File: config.mk
export PLATFORM = sky130hd
export DESIGN_NAME = dma_width_adapter
export DESIGN_NICKNAME = d
export VERILOG_FILES = /design/src/rtl/dwa_pkg.sv /design/src/rtl/dwa_addr_gen.sv /design/src/rtl/dwa_lane_pack.sv /design/src/rtl/dma_width_adapter.sv
export SDC_FILE = /design/constraint.sdc
export NUM_CORES = 1
export LEC_CHECK = 0
export BUFFER_PORTS_ARGS = -buffer_cell sky130_fd_sc_hd__buf_2
export CELL_PAD_IN_SITES_DETAIL_PLACEMENT = 0
export CELL_PAD_IN_SITES_GLOBAL_PLACEMENT = 1
export CORE_MARGIN = 3
export CORE_UTILIZATION = 35
export CTS_CLUSTER_DIAMETER = 200
export DETAILED_ROUTE_END_ITERATION = 16
export GPL_ROUTABILITY_DRIVEN = 0
export PLACE_DENSITY_LB_ADDON = 0.1
export SETUP_SLACK_MARGIN = 0.02
export SLEW_MARGIN = 20
export SYNTH_ARGS = -nofsm -noshare
export SYNTH_HDL_FRONTEND = slang
export SYNTH_SLANG_ARGS = --single-unit
File: constraint.sdc
create_clock -name clk -period 4.4 [get_ports clk]
set_input_delay 0.88 -clock clk [delete_from_list [all_inputs] [get_ports clk]]
set_output_delay 0.88 -clock clk [all_outputs]
set_load 0.03 [all_outputs]
File: src/rtl/dwa_pkg.sv
package dwa_pkg;

  typedef enum logic [1:0] {
    ST_IDLE  = 2'd0,
    ST_READ  = 2'd1,
    ST_WRITE = 2'd2
  } dwa_state_e;

  typedef logic [1:0] dwa_size_t;

  localparam dwa_size_t SZ_BAD = 2'd3;

  // beats minus one needed on the narrow side to cover one wide word;
  // also usable as a low-bit mask for the multiple-of-ratio test
  function automatic logic [1:0] beats_m1(dwa_size_t narrow, dwa_size_t wide);
    logic [2:0] span;
    if (narrow < wide) begin
      span = (3'd1 << (wide - narrow)) - 3'd1;
    end else begin
      span = 3'd0;
    end
    return span[1:0];
  endfunction

  function automatic logic [2:0] size_bytes(dwa_size_t sz);
    return 3'd1 << sz;
  endfunction

endpackage

File: src/rtl/dwa_addr_gen.sv
module dwa_addr_gen #(
  parameter int ADDR_W = 32
) (
  input  logic              clk,
  input  logic              rst_n,
  input  logic              load,
  input  logic [ADDR_W-1:0] base,
  input  logic              adv,
  input  logic [2:0]        step,
  output logic [ADDR_W-1:0] addr
);

  logic [ADDR_W-1:0] addr_q;
  logic [ADDR_W-1:0] addr_d;

  always_comb begin
    addr_d = addr_q;
    if (load) begin
      addr_d = base;
    end else if (adv) begin
      addr_d = addr_q + ADDR_W'(step);
    end
  end

  always_ff @(posedge clk or negedge rst_n) begin
    if (!rst_n) begin
      addr_q <= '0;
    end else if (load || adv) begin
      addr_q <= addr_d;
    end
  end

  assign addr = addr_q;

  AST_ADDR_HOLD: assert property (@(posedge clk) disable iff (!rst_n)
    (!load && !adv) |=> $stable(addr_q)) else $error("address moved without an access");

endmodule

File: src/rtl/dwa_lane_pack.sv
module dwa_lane_pack #(
  parameter int DATA_W = 32
) (
  input  logic              clk,
  input  logic              rst_n,
  input  logic              wr_en,
  input  logic [1:0]        wr_idx,
  input  logic [1:0]        wr_size,
  input  logic [DATA_W-1:0] wr_data,
  input  logic [1:0]        rd_idx,
  input  logic [1:0]        rd_size,
  output logic [DATA_W-1:0] rd_data
);

  localparam int LANES = DATA_W / 8;
  localparam int OFS_W = $clog2(LANES) + 1;

  logic [OFS_W-1:0]  wr_base;
  logic [OFS_W-1:0]  wr_top;
  logic [OFS_W-1:0]  rd_base;
  logic [DATA_W-1:0] pack_q;
  logic [DATA_W-1:0] rd_shift;
  logic [DATA_W-1:0] rd_mask;

  assign wr_base = OFS_W'(wr_idx) << wr_size;
  assign wr_top  = wr_base + (OFS_W'(1) << wr_size);

  for (genvar b = 0; b < LANES; b++) begin : g_lane
    localparam logic [OFS_W-1:0] LANE = OFS_W'(b);
    logic              hit;
    logic [OFS_W-1:0]  sel;
    logic [DATA_W-1:0] shifted;

    assign hit     = wr_en && (LANE >= wr_base) && (LANE < wr_top);
    assign sel     = LANE - wr_base;
    assign shifted = wr_data >> {sel, 3'b000};

    always_ff @(posedge clk or negedge rst_n) begin
      if (!rst_n) begin
        pack_q[8*b +: 8] <= 8'h00;
      end else if (hit) begin
        pack_q[8*b +: 8] <= shifted[7:0];
      end
    end
  end

  assign rd_base  = OFS_W'(rd_idx) << rd_size;
  assign rd_shift = pack_q >> {rd_base, 3'b000};
  assign rd_mask  = ~({DATA_W{1'b1}} << (8 << rd_size));
  assign rd_data  = rd_shift & rd_mask;

  AST_LANE_RANGE: assert property (@(posedge clk) disable iff (!rst_n)
    wr_en |-> (32'(wr_base) + (32'd1 << wr_size)) <= LANES) else $error("lane write past word top");

endmodule

File: src/rtl/dma_width_adapter.sv
module dma_width_adapter #(
  parameter int ADDR_W = 32,
  parameter int DATA_W = 32,
  parameter int CNT_W  = 16
) (
  input  logic              clk,
  input  logic              rst_n,
  input  logic              start,
  input  logic              cfg_dir,
  input  logic [1:0]        cfg_psize,
  input  logic [1:0]        cfg_msize,
  input  logic [CNT_W-1:0]  cfg_count,
  input  logic              cfg_pstep4,
  input  logic [ADDR_W-1:0] cfg_paddr,
  input  logic [ADDR_W-1:0] cfg_maddr,
  output logic [ADDR_W-1:0] p_addr,
  output logic              p_rd_valid,
  input  logic              p_rd_ready,
  input  logic [DATA_W-1:0] p_rd_data,
  output logic              p_wr_valid,
  input  logic              p_wr_ready,
  output logic [DATA_W-1:0] p_wr_data,
  output logic [ADDR_W-1:0] m_addr,
  output logic              m_rd_valid,
  input  logic              m_rd_ready,
  input  logic [DATA_W-1:0] m_rd_data,
  output logic              m_wr_valid,
  input  logic              m_wr_ready,
  output logic [DATA_W-1:0] m_wr_data,
  output logic              done,
  output logic              cfg_err
);
  import dwa_pkg::*;

  dwa_state_e       state_q, state_d;
  logic [1:0]       beat_q, beat_d;
  logic [CNT_W-1:0] cnt_q, cnt_d;
  logic             err_q, err_d;
  logic             done_q, done_d;
  logic             load;

  dwa_size_t        psz_q, msz_q;
  logic             dir_q, step4_q;

  dwa_size_t        src_sz, dst_sz;
  logic [1:0]       src_last, dst_last;
  logic             rd_fire, wr_fire, p_fire, m_fire;
  logic             cfg_bad;
  logic [CNT_W-1:0] cnt_dec, cnt_after;
  logic [DATA_W-1:0] src_data, out_data;
  logic [2:0]       p_step, m_step;

  // start-time legality check on the live configuration
  always_comb begin
    cfg_bad = (cfg_count == '0) || (cfg_psize == SZ_BAD) || (cfg_msize == SZ_BAD);
    if ((cfg_psize != SZ_BAD) && (cfg_msize != SZ_BAD) &&
        ((cfg_count[1:0] & beats_m1(cfg_psize, cfg_msize)) != 2'b00)) begin
      cfg_bad = 1'b1;
    end
  end

  assign src_sz   = dir_q ? msz_q : psz_q;
  assign dst_sz   = dir_q ? psz_q : msz_q;
  assign src_last = beats_m1(src_sz, dst_sz);
  assign dst_last = beats_m1(dst_sz, src_sz);

  assign p_rd_valid = (state_q == ST_READ)  && !dir_q;
  assign m_rd_valid = (state_q == ST_READ)  &&  dir_q;
  assign p_wr_valid = (state_q == ST_WRITE) &&  dir_q;
  assign m_wr_valid = (state_q == ST_WRITE) && !dir_q;

  assign rd_fire = (p_rd_valid && p_rd_ready) || (m_rd_valid && m_rd_ready);
  assign wr_fire = (p_wr_valid && p_wr_ready) || (m_wr_valid && m_wr_ready);
  assign p_fire  = (p_rd_valid && p_rd_ready) || (p_wr_valid && p_wr_ready);
  assign m_fire  = (m_rd_valid && m_rd_ready) || (m_wr_valid && m_wr_ready);

  assign cnt_dec   = cnt_q - CNT_W'(1);
  assign cnt_after = p_fire ? cnt_dec : cnt_q;
  assign src_data  = dir_q ? m_rd_data : p_rd_data;

  // next-state process
  always_comb begin
    state_d = state_q;
    beat_d  = beat_q;
    cnt_d   = cnt_q;
    err_d   = err_q;
    done_d  = 1'b0;
    load    = 1'b0;
    unique case (state_q)
      ST_IDLE: begin
        if (start) begin
          if (cfg_bad) begin
            err_d = 1'b1;
          end else begin
            err_d   = 1'b0;
            load    = 1'b1;
            cnt_d   = cfg_count;
            beat_d  = 2'd0;
            state_d = ST_READ;
          end
        end
      end
      ST_READ: begin
        if (rd_fire) begin
          if (p_fire) cnt_d = cnt_dec;
          if (beat_q == src_last) begin
            beat_d  = 2'd0;
            state_d = ST_WRITE;
          end else begin
            beat_d = beat_q + 2'd1;
          end
        end
      end
      ST_WRITE: begin
        if (wr_fire) begin
          if (p_fire) cnt_d = cnt_dec;
          if (beat_q == dst_last) begin
            beat_d = 2'd0;
            if (cnt_after == '0) begin
              state_d = ST_IDLE;
              done_d  = 1'b1;
            end else begin
              state_d = ST_READ;
            end
          end else begin
            beat_d = beat_q + 2'd1;
          end
        end
      end
      default: state_d = ST_IDLE;
    endcase
  end

  // register process
  always_ff @(posedge clk or negedge rst_n) begin
    if (!rst_n) begin
      state_q <= ST_IDLE;
      beat_q  <= 2'd0;
      cnt_q   <= '0;
      err_q   <= 1'b0;
      done_q  <= 1'b0;
    end else begin
      state_q <= state_d;
      beat_q  <= beat_d;
      cnt_q   <= cnt_d;
      err_q   <= err_d;
      done_q  <= done_d;
    end
  end

  always_ff @(posedge clk or negedge rst_n) begin
    if (!rst_n) begin
      psz_q   <= 2'd0;
      msz_q   <= 2'd0;
      dir_q   <= 1'b0;
      step4_q <= 1'b0;
    end else if (load) begin
      psz_q   <= cfg_psize;
      msz_q   <= cfg_msize;
      dir_q   <= cfg_dir;
      step4_q <= cfg_pstep4;
    end
  end

  assign p_step = step4_q ? 3'd4 : size_bytes(psz_q);
  assign m_step = size_bytes(msz_q);

  dwa_addr_gen #(.ADDR_W(ADDR_W)) u_paddr (
    .clk(clk), .rst_n(rst_n), .load(load), .base(cfg_paddr),
    .adv(p_fire), .step(p_step), .addr(p_addr)
  );

  dwa_addr_gen #(.ADDR_W(ADDR_W)) u_maddr (
    .clk(clk), .rst_n(rst_n), .load(load), .base(cfg_maddr),
    .adv(m_fire), .step(m_step), .addr(m_addr)
  );

  dwa_lane_pack #(.DATA_W(DATA_W)) u_pack (
    .clk(clk), .rst_n(rst_n),
    .wr_en(rd_fire), .wr_idx(beat_q), .wr_size(src_sz), .wr_data(src_data),
    .rd_idx(beat_q), .rd_size(dst_sz), .rd_data(out_data)
  );

  assign p_wr_data = out_data;
  assign m_wr_data = out_data;
  assign done      = done_q;
  assign cfg_err   = err_q;

  AST_P_WR_HOLD: assert property (@(posedge clk) disable iff (!rst_n)
    (p_wr_valid && !p_wr_ready) |=> (p_wr_valid && $stable(p_addr) && $stable(p_wr_data))) else $error("p write changed while stalled");
  AST_M_WR_HOLD: assert property (@(posedge clk) disable iff (!rst_n)
    (m_wr_valid && !m_wr_ready) |=> (m_wr_valid && $stable(m_addr) && $stable(m_wr_data))) else $error("m write changed while stalled");
  AST_RD_HOLD: assert property (@(posedge clk) disable iff (!rst_n)
    ((p_rd_valid && !p_rd_ready) || (m_rd_valid && !m_rd_ready)) |=> $stable({p_rd_valid, m_rd_valid, p_addr, m_addr})) else $error("read changed while stalled");
  AST_DONE_PULSE: assert property (@(posedge clk) disable iff (!rst_n)
    done |=> !done) else $error("done longer than one cycle");
  AST_DONE_AFTER_WR: assert property (@(posedge clk) disable iff (!rst_n)
    $rose(done) |-> $past((p_wr_valid && p_wr_ready) || (m_wr_valid && m_wr_ready))) else $error("done without final write");
  AST_DONE_CNT: assert property (@(posedge clk) disable iff (!rst_n)
    done |-> (cnt_q == '0)) else $error("done with items left");
  AST_ERR_QUIET: assert property (@(posedge clk) disable iff (!rst_n)
    cfg_err |-> !(p_rd_valid || m_rd_valid || p_wr_valid || m_wr_valid || done)) else $error("activity during config error");

endmodule

==> reports/qor.csv, run 1 <==
stage,metric,value,unit
route,drc violations,0,
power_and_ir_drop,P per Cell Area,838,nW/µm²
logic_synthesis,synth warn,0,
layout,Final nets,1463,
sta,final setup violation count,0,
route,routed wire length,29.4,mm
worst_setup_path,critical path endpoint category,output port,
route,WL per Instance,18.1,µm
global_route,first-pass GRT wire length,46.3,mm
sta,Worst Tran Pin Value,0.855,ns
run,max-cap violations,0,
clock_network,H-tree depth,4,
clock_network,CTS resizes,0,
placed_design,Port Buffers,290,
layout,Layout area overhead,22.7,%
clock_network,CTS tree,done,
route,DR vias,8442,
worst_setup_path,CP Class,flip-flop to output port,
sta,Final Slew Violations,0,
die,DIE WIDTH,171,µm
sta,Worst slew margin,43.0,%
logic_synthesis,top_reg_cell synth,dfrtp_1,
worst_setup_path,worst path required time,3.52,ns
layout,Filler cells,2671,
logic_synthesis,Synth area leader,dfrtp_1,
layout,share of cells above drive strength 1,32.7,%
logic_synthesis,synthesized flop and latch total,124,
clock_network,CTS root buf,clkbuf_16,
route,DR vias/cell,5.19,
power_and_ir_drop,LEAKAGE,0.00517,µW
sta,maximum clock frequency,257,MHz
die,Initial Utilization,36.1,%
global_route,number of global-route vias before repair,8368,
sta,RSZ-0062 raised after global routing,no,
logic_synthesis,top post-synthesis cells by area,"dfrtp_1 32%, mux2i_1 9.1%, mux2_2 6.0%",
status,status,completed,
worst_setup_path,Crit path arrival time,3.01,ns
power_and_ir_drop,internal power,4820,µW
power_and_ir_drop,proportion of power drawn by combinational gates,59.4,%
logic_synthesis,net count after synthesis,1230,
logic_synthesis,post-synth top area share,32.4,%
route,DRT Pass-1 Iters,5,
logic_synthesis,Post-Synthesis Cells,1044,
global_route,largest net degree at the start of global routing,133,
worst_setup_path,crit-path max FO,17,
power_and_ir_drop,Sw Ratio,51.1,%
die,Core Area,26500,µm²
power_and_ir_drop,clock share of power,16.3,%
worst_hold_path,Min-Delay Path Class,input pin to asynchronous set/reset pin,
logic_synthesis,most frequent cell after synthesis,dfrtp_1,
global_route,initial antenna violation count,5,
sta,Period minus WS final,3.89,ns
power_and_ir_drop,worst vdd ir,489,µV
clock_network,total CTS buffers,17,
logic_synthesis,Synth Area in Compound Gates,12.5,%
die,die area,29400,µm²
clock_network,# Post-CTS Setup Buffers,0,
die,Die Ht,171,µm
logic_synthesis,mean post-synth cell area,9.18,µm²
logic_synthesis,largest family of logic cells by synthesized area,multiplexers,
route,post-route antenna net violation count,0,
die,Ports,291,
power_and_ir_drop,sequential group share of total power,24.2,%
placed_design,HPWL Detailed,22.3,mm
logic_synthesis,distinct cell type count after synthesis,77,
logic_synthesis,ys async rst share,100,%
logic_synthesis,Synth Area in XOR/XNOR,5.76,%
global_route,total track usage,19.9,%
clock_network,worst-skew pair later-pin latency,0.42,ns
power_and_ir_drop,switching pwr,5030,µW
layout,Non-Filler Instances,1626,
logic_synthesis,sequential-to-total area share from yosys stat,32.4,%
placed_design,Placed Cells,1593,
sta,Final period util,88.4,%
logic_synthesis,Post-Synth Simple-Gate Area,18.2,%
logic_synthesis,"EDFF count, synth",0,
clock_network,Sink Count,124,
route,Iter 0 DRT Violations,408,
logic_synthesis,multiplexer area fraction after synthesis,20.2,%
sta,Hold Fails Final Rpt,0,
logic_synthesis,synth cell count leaders,"124 x dfrtp_1, 105 x nand2_1, 87 x mux2i_1",
clock_network,clock buffer depth,2,
global_route,Overflow after GRT,0,
logic_synthesis,adder-cell share of the synthesized area,4.26,%
die,row cnt,59,
sta,Final TNS setup,0,ns
clock_network,Worst-path clk slew,0.06,ns
sta,Clock Skews,0.0146,ns
worst_setup_path,CP Launch Type,flip-flop,
logic_synthesis,Post-Syn Area,9580,µm²
clock_network,CTS Hold Bufs,0,
-- cells in the final DEF (no fill, tap or decap), types with 4 or more instances in the layout --
cell type and n:
buf_4 13, nand3_1 41, nor4_1 16, ha_1 23, a211oi_1 9, buf_2 289
mux2i_1 87, clkbuf_16 17, o21ai_0 76, xor2_1 31, and3_1 10, o22a_1 4
fa_1 6, xnor2_1 32, nand2b_1 4, mux2_2 51, a21oi_1 32, dfrtp_1 123
nand4_1 12, inv_1 34, mux2_1 9, nor3_1 16, or4_1 4, o22ai_1 4
nand3b_1 4, bufinv_16 5, and2_1 21, a2bb2oi_1 8, nor2b_1 5, a21o_1 4
mux4_2 16, a31oi_1 4, nor2_1 83, nand2_1 105, a22oi_1 9, o21ai_1 4
or3_1 4
-- cell families after synthesis --
group / after synthesis
xor+xnor: 63
compound gates: 187
flops: 124
simple gates: 352
buf+inv: 124
mux: 165
fa+ha+maj: 29
-- power by group through the flow --
stage | sequential, µW | combinational (µW) | clock [µW]
after floorplan | 2710 | 4140 | 0
after detailed placement | 2400 | 5900 | 0
after CTS | 2390 | 5920 | 1650
after global placement | 2410 | 5880 | 0
after global routing | 2500 | 6440 | 1700
final | 2390 | 5850 | 1610
-- per-stage QoR --
| step | hold slack [ns] | util [%] | power (µW) | worst slack, ns | instance area, µm² |
|---|---|---|---|---|---|
| 6_report | 0.476 | 44.3 | 9850 | 0.510 | 11800 |
| 5_1_grt | 0.519 | 44.3 | 10600 | 0.187 | 11800 |
| 4_1_cts | 0.497 | 44.3 | 9960 | 0.426 | 11800 |
| 3_5_place_dp | 0.484 | 41.8 | 8300 | 0.876 | 11100 |
| 3_3_place_gp | 0.476 | 41.8 | 8290 | 0.907 | 11100 |
| 2_1_floorplan | 0.464 | - | 6860 | 0.494 | 9580 |
-- sequential cells by signal, summed over array words and instances, names as in the netlist --
signal	cells
psz_q	2
dir_q	1
done	1
u_maddr.addr	32
msz_q	2
beat_q	2
step4_q	1
u_paddr.addr	32
cnt_q	16
cfg_err	1
state_q	2
u_pack.pack_q	32
-- critical path: stages, from the launching register on --
cell and delay, ns:
dfrtp_2 0.46, mux2i_1 0.53, inv_1 0.20, nor2_4 0.48, mux2_2 0.27, nor2_1 0.04, a211oi_1 0.34, buf_2 0.27
-- routing by layer --
layer	vias to the layer above	track usage, %	part of all wire (%)
met5	-	0	0.21
met4	10	4.55	1.2
met3	31	5.38	6.3
met2	212	30.0	44
met1	3996	28.6	48
li1	4193	-	-
-- path summary, 6_finish.rpt --
check                        start           endpoint  slack, ns  depth (start not counted)
max in group asynchronous    rst_n  u_pack.pack_q[22]       3.00                          2
hold / removal               rst_n           cnt_q[7]       0.48                          1
setup / recovery             dir_q       m_wr_data[4]       0.51                          7
min in group clk           cfg_err            cfg_err       0.49                          2
hold reg to reg            cfg_err            cfg_err       0.49                          2
setup reg to reg             dir_q  u_pack.pack_q[12]       1.08                          9
-- cell type report --
cell class | count | area (µm²) | area share [%]
diodes | 1 | 2.50 | 0.0213
clock buffers | 18 | 429 | 3.65
clock inverters | 14 | 233 | 1.98
inverters | 34 | 128 | 1.09
multi-input cells | 796 | 5860 | 49.9
flip-flops and latches | 124 | 3100 | 26.4
well taps | 335 | 419 | 3.57
repair buffers | 304 | 1580 | 13.4
No activity file was read; power rests on OpenSTA's default activity.
==> run 2: changes to the inputs <==
--- a/config.mk
+++ b/config.mk
@@ -8,11 +8,11 @@
 export BUFFER_PORTS_ARGS = -buffer_cell sky130_fd_sc_hd__buf_2
 export CELL_PAD_IN_SITES_DETAIL_PLACEMENT = 0
 export CELL_PAD_IN_SITES_GLOBAL_PLACEMENT = 1
-export CORE_MARGIN = 3
 export CORE_UTILIZATION = 35
 export CTS_CLUSTER_DIAMETER = 200
 export DETAILED_ROUTE_END_ITERATION = 16
 export GPL_ROUTABILITY_DRIVEN = 0
+export GPL_TIMING_DRIVEN = 0
 export PLACE_DENSITY_LB_ADDON = 0.1
 export SETUP_SLACK_MARGIN = 0.02
 export SLEW_MARGIN = 20
==> reports/qor.csv, run 2 (synthesized netlist as in run 1, its figures left out) <==
stage,metric,value,unit
sta,Final Slew Violations,0,
clock_network,clock buffer depth,2,
route,post-route antenna net violation count,0,
worst_hold_path,Min-Delay Path Class,input pin to asynchronous set/reset pin,
sta,final setup violation count,0,
layout,Layout area overhead,26.5,%
clock_network,Sink Count,124,
clock_network,total CTS buffers,17,
worst_setup_path,CP Class,flip-flop to output port,
layout,"most common cell after layout, fill and taps aside",buf_2,
sta,Worst slew margin,36.4,%
worst_setup_path,"critical path, cell by cell",buf_2 -> mux2i_4 -> mux2i_1 -> nor2_4 -> buf_4 -> mux2i_1 -> a211oi_1 -> buf_4 -> buf_2,
worst_setup_path,worst path required time,3.52,ns
worst_setup_path,critical path launch point,dir_q,
sta,Worst Tran Pin Value,0.955,ns
route,WL per Instance,18.3,µm
die,Die Ht,167,µm
die,row cnt,60,
layout,Final nets,1540,
clock_network,H-tree depth,4,
worst_setup_path,Slowest Stage Delay on Critical Path,0.53,ns
global_route,largest net degree at the start of global routing,73,
route,DRT Pass-1 Iters,5,
worst_setup_path,Crit Reg-Reg Startpoint,dir_q,
placed_design,Port Buffers,290,
sta,Final period util,96.2,%
route,drc violations,0,
run,max-cap violations,0,
die,Ports,291,
clock_network,Worst-path clk slew,0.06,ns
layout,Layout Utilization,45.1,%
global_route,first-pass GRT wire length,49.1,mm
worst_setup_path,Crit path arrival time,3.35,ns
sta,Period minus WS final,4.23,ns
global_route,Overflow after GRT,0,
die,DIE WIDTH,167,µm
global_route,total track usage,22.4,%
status,status,completed,
layout,share of cells above drive strength 1,34.0,%
power_and_ir_drop,P per Cell Area,838,nW/µm²
die,die area,28000,µm²
route,DR vias,8845,
route,Iter 0 DRT Violations,386,
route,routed wire length,31.2,mm
clock_network,CTS Hold Bufs,0,
clock_network,worst-skew pair later-pin latency,0.43,ns
sta,maximum clock frequency,236,MHz
placed_design,HPWL Detailed,24.0,mm
worst_setup_path,critical path endpoint category,output port,
worst_setup_path,crit-path max FO,10,
worst_setup_path,CP Launch Type,flip-flop,
sta,Hold Fails Final Rpt,0,
global_route,number of global-route vias before repair,8792,
die,Initial Utilization,35.6,%
power_and_ir_drop,LEAKAGE,0.00539,µW
layout,most frequent cells in the layout,"310 x buf_2, 124 x dfrtp_1, 105 x nand2_1",
power_and_ir_drop,Total Power,10200,µW
sta,Clock Skews,0.0206,ns
die,Core Area,26900,µm²
sta,RSZ-0062 raised after global routing,no,
power_and_ir_drop,worst vdd ir,359,µV
worst_setup_path,slowest CP cell,a211oi_1,
global_route,initial antenna violation count,4,
clock_network,CTS tree,done,
clock_network,CTS root buf,clkbuf_16,
route,DR vias/cell,5.18,
clock_network,# Post-CTS Setup Buffers,0,
==> run 2: cell count changes in the layout (fill, tap and decap cells not counted), moves of 3 or more <==
cell       change
buf_1          +3
buf_2         +21
buf_4         +20
bufinv_16      -4
clkbuf_1      +29
clkinv_4       -3
inv_6          +6
==> run 2: metrics by stage <==
stage / instance area [µm²] / std cells / setup WS, ns / TNS (ns) / hold WS (ns)
final: 12100 / 1709 / 0.168 / 0 / 0.367
after floorplan: 9580 / 1044 / 0.494 / 0 / 0.464
after global routing: 12100 / 1708 / 0.0111 / 0 / 0.388
after detailed placement: 11500 / 1676 / -0.0946 / -0.471 / 0.479
after global placement: 11500 / 1675 / -0.0957 / -0.587 / 0.474
after CTS: 12100 / 1708 / 0.133 / 0 / 0.371
==> run 2: worst paths after layout <==
path,endpoint,slack [ns],depth (start not counted)
min in group clk,u_pack.pack_q[6],0.49,1
max in group asynchronous,u_paddr.addr[1],3.29,2
worst min-delay path,u_pack.pack_q[30],0.37,1
worst max-delay path,p_wr_data[3],0.17,9
worst max register to register,u_pack.pack_q[9],0.26,11
worst min register to register,u_pack.pack_q[6],0.49,1
==> run 2: cell type report <==
| class | instances | area [µm²] |
|---|---|---|
| fillers | 2770 | 14800 |
| flip-flops and latches | 124 | 3100 |
| diodes | 1 | 2.50 |
| clock buffers | 18 | 439 |
| inverters | 34 | 128 |
| repair buffers | 291 | 1490 |
| well taps | 341 | 427 |
| plain buffers | 90 | 513 |
| multi-input cells | 796 | 5870 |
| clock inverters | 14 | 146 |
==> run 2: power breakdown <==
group	switching [µW]	total [µW]	internal [µW]	leakage, µW
logic	4010	6410	2400	0.00360
clock network	632	1450	818	0.000284
registers	606	2300	1690	0.00150
total	5250	10200	4910	0.00539
==> run 2: routing by layer <==
| layer | up-vias | wire [µm] | GRT usage (%) | part of all wire [%] |
|---|---|---|---|---|
| met2 | 219 | 14200 | 35.3 | 45 |
| met3 | 26 | 1650 | 5.51 | 5.3 |
| li1 | 4351 | - | - | - |
| met4 | 6 | 331 | 4.55 | 1.1 |
| met5 | - | 37 | 0 | 0.12 |
| met1 | 4243 | 15000 | 30.9 | 48 |
==> run 2: what timing repair did <==
item | CTS | global route
gates cloned | 0 | 0
endpoints found under the setup margin | 11 | 22
resized for setup | 2 | 4
==> run 2: critical path: cells and delay by family (launching register included) <==
family                 cells  cell delay [ns]
AND/OR/NAND/NOR            1             0.30
buffers and inverters      4             0.98
flip-flops                 1             0.46
multiplexers               3             0.66
AO/OA/AOI/OAI              1             0.53
